### src/rtl/gated_pwm.sv
module gated_pwm #(
  parameter int CNT_W = 32,
  parameter int DIV_W = 3
) (
  input  logic             clk,
  input  logic             rst_n,
  input  logic             start,
  input  logic             halt,
  input  logic             out_pol,
  input  logic [1:0]       gate_pol,
  input  logic             gate_in,
  input  logic             tick_src,
  input  logic [DIV_W-1:0] div_sel,
  input  logic             ext_clk,
  input  logic             alt_sel,
  input  logic [CNT_W-1:0] const_a,
  input  logic [CNT_W-1:0] const_b,
  input  logic [CNT_W-1:0] const_a2,
  input  logic [CNT_W-1:0] const_b2,
  output logic             pwm_out
);
  localparam int PRE_W = (1 << DIV_W) - 1;

  logic             run;
  logic             ph_act;
  logic [CNT_W-1:0] cnt;
  logic [CNT_W-1:0] lat_a;
  logic [CNT_W-1:0] lat_b;
  logic [PRE_W-1:0] pre;
  logic [2:0]       ext_q;

  logic             gate_ok;
  logic             en;
  logic [PRE_W-1:0] mask;
  logic             tick;
  logic [CNT_W-1:0] sel_a;
  logic [CNT_W-1:0] sel_b;
  logic [CNT_W-1:0] len;
  logic             last;

  assign gate_ok = (gate_pol == 2'b01) ? ~gate_in :
                   (gate_pol == 2'b10) ?  gate_in : 1'b1;
  assign en      = run & gate_ok;
  assign mask    = (PRE_W'(1) << div_sel) - PRE_W'(1);
  assign tick    = tick_src ? (ext_q[1] & ~ext_q[2]) : ((pre & mask) == mask);
  assign sel_a   = alt_sel ? const_a2 : const_a;
  assign sel_b   = alt_sel ? const_b2 : const_b;
  assign len     = ph_act ? lat_a : lat_b;
  assign last    = ({1'b0, cnt} + {{CNT_W{1'b0}}, 1'b1}) >= {1'b0, len};
  assign pwm_out = (en & ph_act) ? out_pol : ~out_pol;

  always_ff @(posedge clk) begin
    if (!rst_n) ext_q <= '0;
    else        ext_q <= {ext_q[1:0], ext_clk};
  end

  always_ff @(posedge clk) begin
    if (!rst_n) begin
      run    <= 1'b0;
      ph_act <= 1'b0;
      cnt    <= '0;
      pre    <= '0;
      lat_a  <= '0;
      lat_b  <= '0;
    end else if (halt) begin
      run <= 1'b0;
    end else if (start) begin
      run    <= 1'b1;
      ph_act <= 1'b1;
      cnt    <= '0;
      pre    <= '0;
      lat_a  <= sel_a;
      lat_b  <= sel_b;
    end else if (en) begin
      pre <= pre + PRE_W'(1);
      if (tick) begin
        if (last) begin
          cnt    <= '0;
          ph_act <= ~ph_act;
          if (!ph_act) begin
            lat_a <= sel_a;
            lat_b <= sel_b;
          end
        end else begin
          cnt <= cnt + CNT_W'(1);
        end
      end
    end
  end
endmodule


### config.mk
export PLATFORM = sky130hd
export DESIGN_NAME = gated_pwm
export DESIGN_NICKNAME = d
export VERILOG_FILES = /design/src/rtl/gated_pwm.sv
export SDC_FILE = /design/constraint.sdc
export NUM_CORES = 1
export LEC_CHECK = 0
export BUFFER_PORTS_ARGS = -buffer_cell sky130_fd_sc_hd__buf_2
export CORE_MARGIN = 2
export CORE_UTILIZATION = 56
export CTS_CLUSTER_SIZE = 14
export DETAILED_ROUTE_END_ITERATION = 16
export PLACE_DENSITY = 0.81
export SYNTH_ARGS = -nofsm -noshare
export SYNTH_HDL_FRONTEND = slang
export SYNTH_SLANG_ARGS = --single-unit
### constraint.sdc
create_clock -name clk -period 5.2 [get_ports clk]
set_input_delay 0.52 -clock clk [delete_from_list [all_inputs] [get_ports clk]]
set_output_delay 0.52 -clock clk [all_outputs]
set_load 0.05 [all_outputs]
==> flow_summary.json <==
{
  "numCtsBuffers": 9,
  "ys_warn_count": 0,
  "n_fill_cell": 997,
  "cts_setup_buffers": 0,
  "clkSlewWorstSetupHoldPaths_ns": 0.07,
  "drtIter0Drc": 283,
  "grt_max_degree": 118,
  "layout_common_cells": "nand2_1, buf_2, dfxtp_1",
  "period_needed_ns": 4.370,
  "arrival_ns": 4.66,
  "ys_seq_area_share_pct": 31.04,
  "drc": 0,
  "drt_wl_total_um": 16390,
  "max_freq_ghz": 0.2288,
  "multi_input_area_um2": 4539,
  "timing.final.crit_share_pct": 84.03,
  "cp-start-kind": "register",
  "antenna_found_initial": 0,
  "h-tree-depth": 3,
  "status": "finished clean",
  "core-area_um2": 12060,
  "setup_viol": 0,
  "avgSynthCellArea_um2": 8.862,
  "synthesis.area_um2": 6965,
  "portBuffers": 142,
  "antenna_left": 0,
  "ys_ff_latch": 108,
  "fin_nets": 1079,
  "place_congestion": 0.9412,
  "synthCells": 786,
  "vias": 5981,
  "synth_cell_types": 51,
  "hold_viol_final": 0,
  "post_cts_resized": 0,
  "drtPass1Iterations": 5,
  "io_pins": 143,
  "synth_fp_nets": 962,
  "ctsHoldBuffers": 0,
  "ir_drop_v": 0.0001910,
  "hpwl_um": 11860,
  "viasPerCell": 5.559,
  "dieArea_um2": 13350,
  "clk_path_buf_depth": 2,
  "clock_skew_ns": 0.01211,
  "p_per_area_nw_per_um2": 236.4,
  "grt_pass1_vias": 5790,
  "die_w_um": 115.5,
  "worst_slew_margin_rel_pct": 17.91,
  "crit_fanout": 32,
  "worstPathRequired_ns": 5.49,
  "cts_tree": "yes",
  "worstSkewPairLatency_ns": 0.36,
  "grt.overflow.total": 0,
  "rsz0062_at_grt": "no",
  "cap_violations": 0,
  "diodes": 0,
  "slew_viol_final": 0,
  "area_growth_syn_to_layout_pct": 15.57,
  "layout_commonest_cell": "nand2_1",
  "holdCritPathClass": "primary input to register",
  "start_util_pct": 57.75,
  "cts_root_buf": "clkbuf_16",
  "grt_pass1_wl_um": 27450,
  "die_h_um": 115.5,
  "cts_sinks": 108,
  "setup_tns_ns": 0,
  "rows": 40,
  "grt.total_usage_pct": 25.78,
  "ff_latch_area_um2": 2163,
  "worstMarginPinSlew_ns": 1.222,
  "final_layout_size_suffix_gt1_share_pct": 27.20,
  "end_kind": "register",
  "fin_util_pct": 66.74,
  "path_class": "register to register",
  "routedWlPerCell_um": 15.23,
  "p_leak_nw": 3.569
}
[logic make-up after synthesis]
group | synth area share [%]
buffers and inverters | 3.988
multiplexers | 24.30
XOR/XNOR | 6.664
flip-flops | 31.04
AND/OR/NAND/NOR | 20.85
AO/OA/AOI/OAI | 7.042
adder cells (fa/ha/maj) | 6.107
[layout make-up]
class	instances	area share, %
Inverter	8	0.3730
Sequential cell	108	26.87
Tap cell	168	2.611
Multi-Input combinational cell	623	56.39
Clock buffer	10	2.844
Timing Repair Buffer	153	10.04
Clock inverter	6	0.8704
[per-layer routing]
layer,share of wire (%),global-route usage [%]
met1,46,34.59
met2,46,42.11
met3,6.3,5.544
met4,1.3,7.068
met5,0,0
[synthesized netlist by cell type, drive strengths merged]
| cell | count | share of area, % |
|---|---|---|
| o31a | 2 | 0.25 |
| o221a | 2 | 0.32 |
| o311ai | 1 | 0.13 |
| a21o | 3 | 0.32 |
| or3b | 1 | 0.13 |
| dfxtp | 108 | 31 |
| and3 | 4 | 0.36 |
| or4 | 7 | 0.81 |
| a21oi | 12 | 0.86 |
| nand2 | 163 | 8.8 |
| buf | 13 | 1.7 |
| nor2b | 4 | 0.36 |
| a211oi | 16 | 1.8 |
| nor3 | 24 | 1.8 |
| a32oi | 1 | 0.13 |
| nand3b | 3 | 0.32 |
| or3 | 8 | 0.86 |
| o21a | 2 | 0.22 |
| inv | 8 | 0.43 |
| nand3 | 19 | 1.4 |
| or2 | 1 | 0.090 |
| xnor2 | 29 | 3.6 |
| and4 | 5 | 0.63 |
| mux2i | 96 | 14 |
| nand4 | 17 | 1.5 |
| o22ai | 1 | 0.090 |
| o311a | 1 | 0.14 |
| nor2 | 24 | 1.3 |
| a2bb2oi | 1 | 0.13 |
| ha | 34 | 6.1 |
| o31ai | 9 | 0.97 |
| nand2b | 4 | 0.36 |
| nor4 | 15 | 1.7 |
| a211o | 1 | 0.13 |
| mux2 | 65 | 11 |
| xor2 | 24 | 3.0 |
| o21ai | 12 | 0.86 |
| o211ai | 1 | 0.11 |
| and2 | 5 | 0.45 |
| a21boi | 3 | 0.32 |
| a31oi | 3 | 0.27 |
| clkbuf | 34 | 1.8 |
[flip-flops by register name (all words and copies together), names as in the netlist]
name and flops:
lat_b 32, pre 7, ph_act 1, lat_a 32
run 1, cnt 32, ext_q 3
[stage by stage]
step	instances	cell area [µm²]	hold slack [ns]	setup WS [ns]	total power [W]
floorplan	786	6965	0.4119	1.431	0.001111
global placement	1060	7751	0.4218	1.002	0.001210
detailed placement	1060	7751	0.4233	0.9566	0.001217
CTS	1076	8050	0.3463	0.9084	0.001912
global route	1076	8050	0.3519	0.5765	0.001984
finish	1076	8050	0.3531	0.8302	0.001903
[path summary, 6_finish.rpt]
check                 startpoint                   to  slack (ns)  cells after the start
max          cnt[0]$_SDFFE_PN0P_  ph_act$_SDFFE_PN0P_        0.83                     13
min                         halt     run$_SDFFE_PP0P_        0.35                      2
min reg2reg  ext_q[0]$_SDFF_PN0_  ext_q[1]$_SDFF_PN0_        0.43                      1
max reg2reg  cnt[0]$_SDFFE_PN0P_  ph_act$_SDFFE_PN0P_        0.83                     13
[power by group]
group          switching (W)  internal, W  leakage [nW]  total (W)
clock network       0.000326     0.000378         0.141   0.000704
logic               0.000164     0.000155          2.55   0.000319
registers          0.0000245     0.000855         0.874   0.000879
total               0.000515      0.00139          3.57    0.00190
[critical path, stage by stage, from the launching register on]
cell and delay (ns):
dfxtp_1 0.42, ha_1 0.26, nand3_2 0.15, or3_1 0.56, or3_4 0.49, xnor2_1 0.15, ha_1 0.31, nand4_1 0.14
nor4_1 0.46, o21ai_0 0.17, a31oi_1 0.37, o31a_1 0.21, buf_4 0.35, o221a_2 0.24
Power figures use the tool's default switching activity.
